==> config.mk <==
export PLATFORM = sky130hd
export DESIGN_NAME = flash_cmd_decoder
export DESIGN_NICKNAME = d
export VERILOG_FILES = /design/src/rtl/fcd_pkg.sv /design/src/rtl/fcd_cycle_match.sv /design/src/rtl/fcd_sector_map.sv /design/src/rtl/fcd_window_timer.sv /design/src/rtl/flash_cmd_decoder.sv
export SDC_FILE = /design/constraint.sdc
export NUM_CORES = 1
export LEC_CHECK = 0
export ABC_AREA = 1
export BUFFER_PORTS_ARGS = -buffer_cell sky130_fd_sc_hd__buf_2
export CORE_MARGIN = 2
export CORE_UTILIZATION = 53
export DETAILED_ROUTE_END_ITERATION = 12
export HOLD_SLACK_MARGIN = 0.05
export PLACE_DENSITY = 0.91
export SLEW_MARGIN = 20
export SYNTH_ARGS = -nofsm -noshare
export SYNTH_HDL_FRONTEND = slang
export SYNTH_SLANG_ARGS = --single-unit
==> constraint.sdc <==
create_clock -name clk -period 2.1 [get_ports clk]
set_clock_uncertainty 0.1 [all_clocks]
set_input_delay 0.105 -clock clk [delete_from_list [all_inputs] [get_ports clk]]
set_output_delay 0.105 -clock clk [all_outputs]
set_load 0.01 [all_outputs]
==> src/rtl/fcd_pkg.sv <==
package fcd_pkg;
  localparam int DW       = 8;
  localparam int CMP_BITS = 11;
  localparam int N_BIG    = 7;
  localparam int N_SECT   = 11;
  localparam int HI_BITS  = 6;

  localparam logic [CMP_BITS-1:0] ADR_A = 11'h555;
  localparam logic [CMP_BITS-1:0] ADR_B = 11'h2AA;
  localparam logic [DW-1:0] C_KEY1  = 8'hAA;
  localparam logic [DW-1:0] C_KEY2  = 8'h55;
  localparam logic [DW-1:0] C_PROG  = 8'hA0;
  localparam logic [DW-1:0] C_ERASE = 8'h80;
  localparam logic [DW-1:0] C_IDENT = 8'h90;
  localparam logic [DW-1:0] C_CHIP  = 8'h10;
  localparam logic [DW-1:0] C_SECT  = 8'h30;
  localparam logic [DW-1:0] C_SUSP  = 8'hB0;
  localparam logic [DW-1:0] C_RESET = 8'hF0;
  localparam logic [DW-1:0] C_MFR   = 8'hC2;

  typedef enum logic [3:0] {
    S_IDLE, S_U1, S_U2, S_PW, S_E0, S_E1, S_E2, S_SLOAD,
    S_PROG, S_CHIP, S_SERASE, S_SUSP, S_SU1, S_SU2, S_SPW, S_SPROG
  } seq_t;

  typedef enum logic [1:0] {
    MODE_ARRAY = 2'd0, MODE_ID = 2'd1, MODE_SUSP = 2'd2, MODE_BUSY = 2'd3
  } mode_t;

  typedef struct packed {
    logic key1;
    logic key2;
    logic at_cmd;
  } wcls_t;
endpackage

==> src/rtl/fcd_cycle_match.sv <==
module fcd_cycle_match
  import fcd_pkg::*;
(
  input  logic [CMP_BITS-1:0] addr_lo,
  input  logic [DW-1:0]       data,
  output wcls_t               cls
);
  logic hit_a, hit_b;
  assign hit_a      = (addr_lo == ADR_A);
  assign hit_b      = (addr_lo == ADR_B);
  assign cls.at_cmd = hit_a;
  assign cls.key1   = hit_a && (data == C_KEY1);
  assign cls.key2   = hit_b && (data == C_KEY2);
endmodule

==> src/rtl/fcd_sector_map.sv <==
module fcd_sector_map
  import fcd_pkg::*;
(
  input  logic [HI_BITS-1:0] hi,
  output logic [N_SECT-1:0]  hot
);
  logic top_blk;
  assign top_blk = (hi[5:3] == 3'd7);

  genvar g;
  generate
    for (g = 0; g < N_BIG; g++) begin : g_big
      assign hot[g] = (hi[5:3] == 3'(g));
    end
  endgenerate

  assign hot[N_BIG]   = top_blk && !hi[2];
  assign hot[N_BIG+1] = top_blk && hi[2] && !hi[1] && !hi[0];
  assign hot[N_BIG+2] = top_blk && hi[2] && !hi[1] && hi[0];
  assign hot[N_BIG+3] = top_blk && hi[2] && hi[1];
endmodule

==> src/rtl/fcd_window_timer.sv <==
module fcd_window_timer #(
  parameter int WIN_CYC = 6000
) (
  input  logic clk,
  input  logic rst_n,
  input  logic load,
  input  logic run,
  output logic expire
);
  localparam int CW = $clog2(WIN_CYC + 1);
  logic [CW-1:0] cnt;

  always_ff @(posedge clk) begin
    if (!rst_n)                      cnt <= '0;
    else if (load)                   cnt <= CW'(WIN_CYC);
    else if (run && cnt != '0)       cnt <= cnt - CW'(1);
  end

  assign expire = run && (cnt == CW'(1));
endmodule

==> src/rtl/flash_cmd_decoder.sv <==
module flash_cmd_decoder
  import fcd_pkg::*;
#(
  parameter int          AW       = 19,
  parameter int          WIN_CYC  = 6000,
  parameter logic [7:0]  DEV_CODE = 8'h45
) (
  input  logic              clk,
  input  logic              rst_n,
  input  logic              wr_en,
  input  logic [AW-1:0]     wr_addr,
  input  logic [7:0]        wr_data,
  input  logic [1:0]        rd_sel,
  input  logic              eng_done,
  input  logic              eng_fail,
  output logic              prog_start,
  output logic [AW-1:0]     prog_addr,
  output logic [7:0]        prog_data,
  output logic              chip_erase_start,
  output logic              sect_erase_start,
  output logic [N_SECT-1:0] sect_mask,
  output logic              suspend_req,
  output logic              resume_req,
  output logic              abort_req,
  output logic              window_open,
  output logic [1:0]        mode,
  output logic [7:0]        id_byte
);
  seq_t              st, st_n;
  logic              id_q, id_n;
  logic [N_SECT-1:0] mask_n;
  logic              ld, expire;
  logic              p_go, c_go, s_go, sus, res, abt;
  wcls_t             wc;
  logic [N_SECT-1:0] sect_hot;
  logic              rst_code, susp_code, sect_code;

  fcd_cycle_match u_match (
    .addr_lo (wr_addr[CMP_BITS-1:0]),
    .data    (wr_data),
    .cls     (wc)
  );

  fcd_sector_map u_map (
    .hi  (wr_addr[AW-1:AW-HI_BITS]),
    .hot (sect_hot)
  );

  fcd_window_timer #(.WIN_CYC(WIN_CYC)) u_win (
    .clk    (clk),
    .rst_n  (rst_n),
    .load   (ld),
    .run    (st == S_SLOAD),
    .expire (expire)
  );

  assign rst_code  = wr_en && (wr_data == C_RESET);
  assign susp_code = wr_en && (wr_data == C_SUSP);
  assign sect_code = wr_en && (wr_data == C_SECT);

  always_comb begin
    st_n   = st;
    id_n   = id_q;
    mask_n = sect_mask;
    ld     = 1'b0;
    p_go   = 1'b0;
    c_go   = 1'b0;
    s_go   = 1'b0;
    sus    = 1'b0;
    res    = 1'b0;
    abt    = 1'b0;
    case (st)
      S_IDLE: if (wr_en) begin
        if (wc.key1) st_n = S_U1;
        else         id_n = 1'b0;
      end
      S_U1: if (wr_en) begin
        if (wc.key2) st_n = S_U2;
        else begin st_n = S_IDLE; id_n = 1'b0; end
      end
      S_U2: if (wr_en) begin
        st_n = S_IDLE;
        id_n = 1'b0;
        if (wc.at_cmd) begin
          case (wr_data)
            C_PROG:  st_n = S_PW;
            C_ERASE: st_n = S_E0;
            C_IDENT: id_n = 1'b1;
            default: ;
          endcase
        end
      end
      S_PW: if (wr_en) begin p_go = 1'b1; st_n = S_PROG; end
      S_E0: if (wr_en) st_n = wc.key1 ? S_E1 : S_IDLE;
      S_E1: if (wr_en) st_n = wc.key2 ? S_E2 : S_IDLE;
      S_E2: if (wr_en) begin
        st_n = S_IDLE;
        if (wc.at_cmd && wr_data == C_CHIP) begin
          c_go = 1'b1;
          st_n = S_CHIP;
        end else if (sect_code) begin
          st_n   = S_SLOAD;
          mask_n = sect_hot;
          ld     = 1'b1;
        end
      end
      S_SLOAD: begin
        if (sect_code) begin
          mask_n = sect_mask | sect_hot;
          ld     = 1'b1;
        end else if (susp_code) begin
          s_go = 1'b1;
          sus  = 1'b1;
          st_n = S_SUSP;
        end else if (wr_en) begin
          st_n = S_IDLE;
        end else if (expire) begin
          s_go = 1'b1;
          st_n = S_SERASE;
        end
      end
      S_PROG, S_CHIP: begin
        if (eng_done) st_n = S_IDLE;
        else if (rst_code && eng_fail) begin abt = 1'b1; st_n = S_IDLE; end
      end
      S_SERASE: begin
        if (eng_done) st_n = S_IDLE;
        else if (susp_code) begin sus = 1'b1; st_n = S_SUSP; end
        else if (rst_code && eng_fail) begin abt = 1'b1; st_n = S_IDLE; end
      end
      S_SUSP: begin
        if (sect_code) begin res = 1'b1; st_n = S_SERASE; end
        else if (wr_en && wc.key1) st_n = S_SU1;
      end
      S_SU1: if (wr_en) st_n = wc.key2 ? S_SU2 : S_SUSP;
      S_SU2: if (wr_en) st_n = (wc.at_cmd && wr_data == C_PROG) ? S_SPW : S_SUSP;
      S_SPW: if (wr_en) begin p_go = 1'b1; st_n = S_SPROG; end
      S_SPROG: begin
        if (eng_done) st_n = S_SUSP;
        else if (rst_code && eng_fail) begin abt = 1'b1; st_n = S_SUSP; end
      end
      default: st_n = S_IDLE;
    endcase
    if (st_n == S_IDLE) mask_n = '0;
  end

  always_ff @(posedge clk) begin
    if (!rst_n) begin
      st               <= S_IDLE;
      id_q             <= 1'b0;
      sect_mask        <= '0;
      prog_start       <= 1'b0;
      chip_erase_start <= 1'b0;
      sect_erase_start <= 1'b0;
      suspend_req      <= 1'b0;
      resume_req       <= 1'b0;
      abort_req        <= 1'b0;
      prog_addr        <= '0;
      prog_data        <= '0;
    end else begin
      st               <= st_n;
      id_q             <= id_n;
      sect_mask        <= mask_n;
      prog_start       <= p_go;
      chip_erase_start <= c_go;
      sect_erase_start <= s_go;
      suspend_req      <= sus;
      resume_req       <= res;
      abort_req        <= abt;
      if (p_go) begin
        prog_addr <= wr_addr;
        prog_data <= wr_data;
      end
    end
  end

  always_comb begin
    case (st)
      S_IDLE, S_U1, S_U2:         mode = id_q ? MODE_ID : MODE_ARRAY;
      S_PW, S_E0, S_E1, S_E2:     mode = MODE_ARRAY;
      S_SUSP, S_SU1, S_SU2, S_SPW: mode = MODE_SUSP;
      default:                    mode = MODE_BUSY;
    endcase
  end

  assign window_open = (st == S_SLOAD);
  assign id_byte     = (rd_sel == 2'd0) ? C_MFR :
                       (rd_sel == 2'd1) ? DEV_CODE : 8'h00;
endmodule

==> impl_metrics.ini <==
[grt]
grt_overflow_total = 0
grt_antenna_before_repair = 0
grt_start_max_net_pins = 44
gr_met2_demand_resource = 0.505
met3_usage = 0.0772
grt_util_met1 = 0.381
grt_pass1_wl_um = 18100
gr-max-usage-layer = met2
grt_util_all_layers = 0.318
grt_pass1_vias = 3914

[power]
clockPowerShare = 0.463
power.sequential.fraction = 0.451
p_leak_nw = 2.38
pwr_density_cell_nw_per_um2 = 550
irDropWorstVdd_mv = 0.529
power_switching_share = 0.255
power.switching_mw = 0.663
p_int_mw = 1.94
comb_power_share = 0.086

[cts]
cts_root_buffer = sky130_fd_sc_hd__clkbuf_8
cts_buffer_depth = 2
worst_skew_pair.late_latency_ns = 0.36
htree_num_levels = 3
cts.clk_slew.worst_paths_ns = 0.08
tritoncts_clock_tree = yes
cts_inserted_buffers = 9
cts_num_sinks = 62

[sta]
timing.final.max_slew_violations = 0
max-slew-margin-rel = 0.661
clock.fmax_ghz = 0.472
layout_worst_path_cycle_share = 1.01
hold_slack_ns = 0.0752
max_slew.worst_pin.slew_ns = 0.508
setup_slack_ns = -0.0203
timing.final.crit_period_ns = 2.12
unrepaired_setup_endpoints_after_global_routing = yes
setup_viol = 7
timing_hold_violations_final = 0

[drt]
route.detailed.drc = 0
ant_nets = 0
routed_wl_um = 12000
detail_route.first_pass.iterations = 7
post_dr_wirelength_cell_um = 16.3
via_count = 4283
drt_iter0_drc = 490
detail_route.vias_per_cell = 5.82

[logic_synthesis]
synth_area_per_cell_um2 = 6.39
ys_async_sr_fraction = 0
synth_enable_flop_cells = 0
ys_dominant_reg_cell = sky130_fd_sc_hd__dfxtp_1
syn-cell-area_um2 = 3400
seq_area_frac_synth = 0.365
synth.yosys.warnings = 0
synthesis.instances = 532
synth_seq_cells = 62
synth_cell_type_count = 37

[place]
gp_congestion = 0.971
hpwl_um = 6960
dpl-instance-area_um2 = 3920
buffer_ports.inserted = 85

[worst_setup_path]
timing.critical_path.max_delay_family = simple AND/OR/NAND/NOR gates
critPathMaxStageDelay_ns = 0.38
cp_num_buf_inv = 2
cp.arrival_ns = 2.28
cp-end-kind = flop
crit_path_max_fanout = 5
cp_data_required_time_ns = 2.26
cp_cell_sequence = nor2_2 > inv_1 > nor2_2 > nand4_1 > nand3_1 > nand2_1 > nand2_1 > nand3_2 > nand2_2 > nand2_2 > nor2_4 > clkbuf_16 > nor2_1
critical_path_top_delay_cell = sky130_fd_sc_hd__dfxtp_1
path_class = flop to flop
kind_of_launch_point_of_the_worst_setup_path = flop

[floorplan]
rows = 29
start_util = 0.542
die_w_um = 84.1
floorplan.die.height_um = 84.1
coreArea_um2 = 6280
die-area_um2 = 7070
num_io_pins = 89

[outcome]
violations = negative setup slack
outcome = finished with violations

[finish]
final_layout_size_suffix_gt1_frac = 0.291
utilization = 0.753
syn_to_final_growth_pct = 39.0
num-fill-cells = 400
nNetsFinal = 690
layout.cells.most_common_list = 94 x sky130_fd_sc_hd__nand2_1, 82 x sky130_fd_sc_hd__nor2_1, 79 x sky130_fd_sc_hd__buf_2
num_antenna_cells = 0
layout_commonest_cell = sky130_fd_sc_hd__nand2_1
finalInstanceArea_um2 = 4730

[min_path]
worstHoldPathType = input port to flop

[flow_run]
timing.max_cap.violations = 0
layer usage:
| metal | vias up | part of all wire | wire length [um] |
|---|---|---|---|
| li1 | 1934 | - | - |
| met2 | 348 | 0.47 | 5600 |
| met4 | 0 | 0.056 | 678 |
| met3 | 81 | 0.10 | 1250 |
| met1 | 1920 | 0.37 | 4470 |
| met5 | - | 0 | 0 |
path summary, 6_finish.rpt:
check / start / to / slack (ns) / cells past startpoint
worst max-delay path: u_win.cnt[3]$_SDFFE_PP0P_ / sect_mask[3]$_SDFFE_PP0P_ / -0.02 / 13
worst min-delay path: rst_n / prog_start$_SDFF_PN0_ / 0.08 / 4
worst max register to register: u_win.cnt[3]$_SDFFE_PP0P_ / sect_mask[3]$_SDFFE_PP0P_ / -0.02 / 13
worst min register to register: id_q$_SDFFE_PN0P_ / id_q$_SDFFE_PN0P_ / 0.38 / 2
metrics by stage:
step / power [mW] / setup TNS (ns) / std cells / setup WS [ns]
final: 2.60 / -0.0919 / 736 / -0.0203
after global routing: 2.66 / -1.13 / 736 / -0.113
after CTS: 2.56 / 0 / 728 / 0.00826
after detailed placement: 1.35 / 0 / 684 / 0.0335
after global placement: 1.35 / 0 / 684 / 0.0462
after floorplan: 1.28 / 0 / 534 / 0.328
cell type report:
class	instances	area (um^2)	area share
clock buffers	9	124	0.0262
multi-input cells	369	1920	0.405
well taps	77	96.3	0.0204
clock inverters	7	97.6	0.0206
inverters	82	323	0.0683
flip-flops and latches	62	1260	0.266
repair buffers	130	916	0.194
synthesized netlist by cell type (all sizes together) (3+ instances only):
cell type / count / area share
a211oi: 3 / 0.0066
a21oi: 31 / 0.047
buf: 12 / 0.022
clkbuf: 9 / 0.0099
dfxtp: 62 / 0.36
inv: 80 / 0.088
nand2: 111 / 0.13
nand3: 26 / 0.040
nand3b: 4 / 0.0088
nand4: 9 / 0.017
nor2: 106 / 0.13
nor3: 14 / 0.022
o211ai: 3 / 0.0066
o21ai: 38 / 0.056
o41ai: 8 / 0.021
or2: 3 / 0.0055
flip-flops by register name (all words and copies together) (netlist names), 4 cells and up:
signal     cells
sect_mask     11
st             4
u_win.cnt     13
prog_data      8
prog_addr     19
kinds of logic after synthesis:
group / Yosys count / synth area share
AOI/OAI and AO/OA: 87 / 0.145
and+or+nand+nor: 276 / 0.357
xor gates and xnor gates: 1 / 0.00258
other: 1 / 0.00110
adders and majority gates: 2 / 0.00736
DFF: 62 / 0.365
buffers and inverters: 103 / 0.123
worst register-to-register path: stages, from the launching register on:
cell                        delay [ns]
sky130_fd_sc_hd__dfxtp_1          0.38
sky130_fd_sc_hd__nor2_2           0.21
sky130_fd_sc_hd__inv_1            0.10
sky130_fd_sc_hd__nor2_2           0.13
sky130_fd_sc_hd__nand4_1          0.19
sky130_fd_sc_hd__nand3_1          0.14
sky130_fd_sc_hd__nand2_1          0.06
sky130_fd_sc_hd__nand2_1          0.11
sky130_fd_sc_hd__nand3_2          0.10
sky130_fd_sc_hd__nand2_2          0.09
sky130_fd_sc_hd__nand2_2          0.06
sky130_fd_sc_hd__nor2_4           0.16
sky130_fd_sc_hd__clkbuf_16        0.17
sky130_fd_sc_hd__nor2_1           0.04
timing repair:
action                     4_1_cts  5_1_grt
buffers inserted                 0        9
setup endpoints to repair        0       17
hold buffers                    28        0
resized for setup                0       78
hold endpoints to repair        37        0
power by group through the flow:
stage | Combinational [mW] | Sequential, mW | Clock [mW]
floorplan | 0.0791 | 1.20 | 0
global placement | 0.143 | 1.20 | 0
detailed placement | 0.144 | 1.20 | 0
CTS | 0.185 | 1.18 | 1.20
global route | 0.238 | 1.17 | 1.25
finish | 0.224 | 1.17 | 1.20
Power figures use the tool's default switching activity.
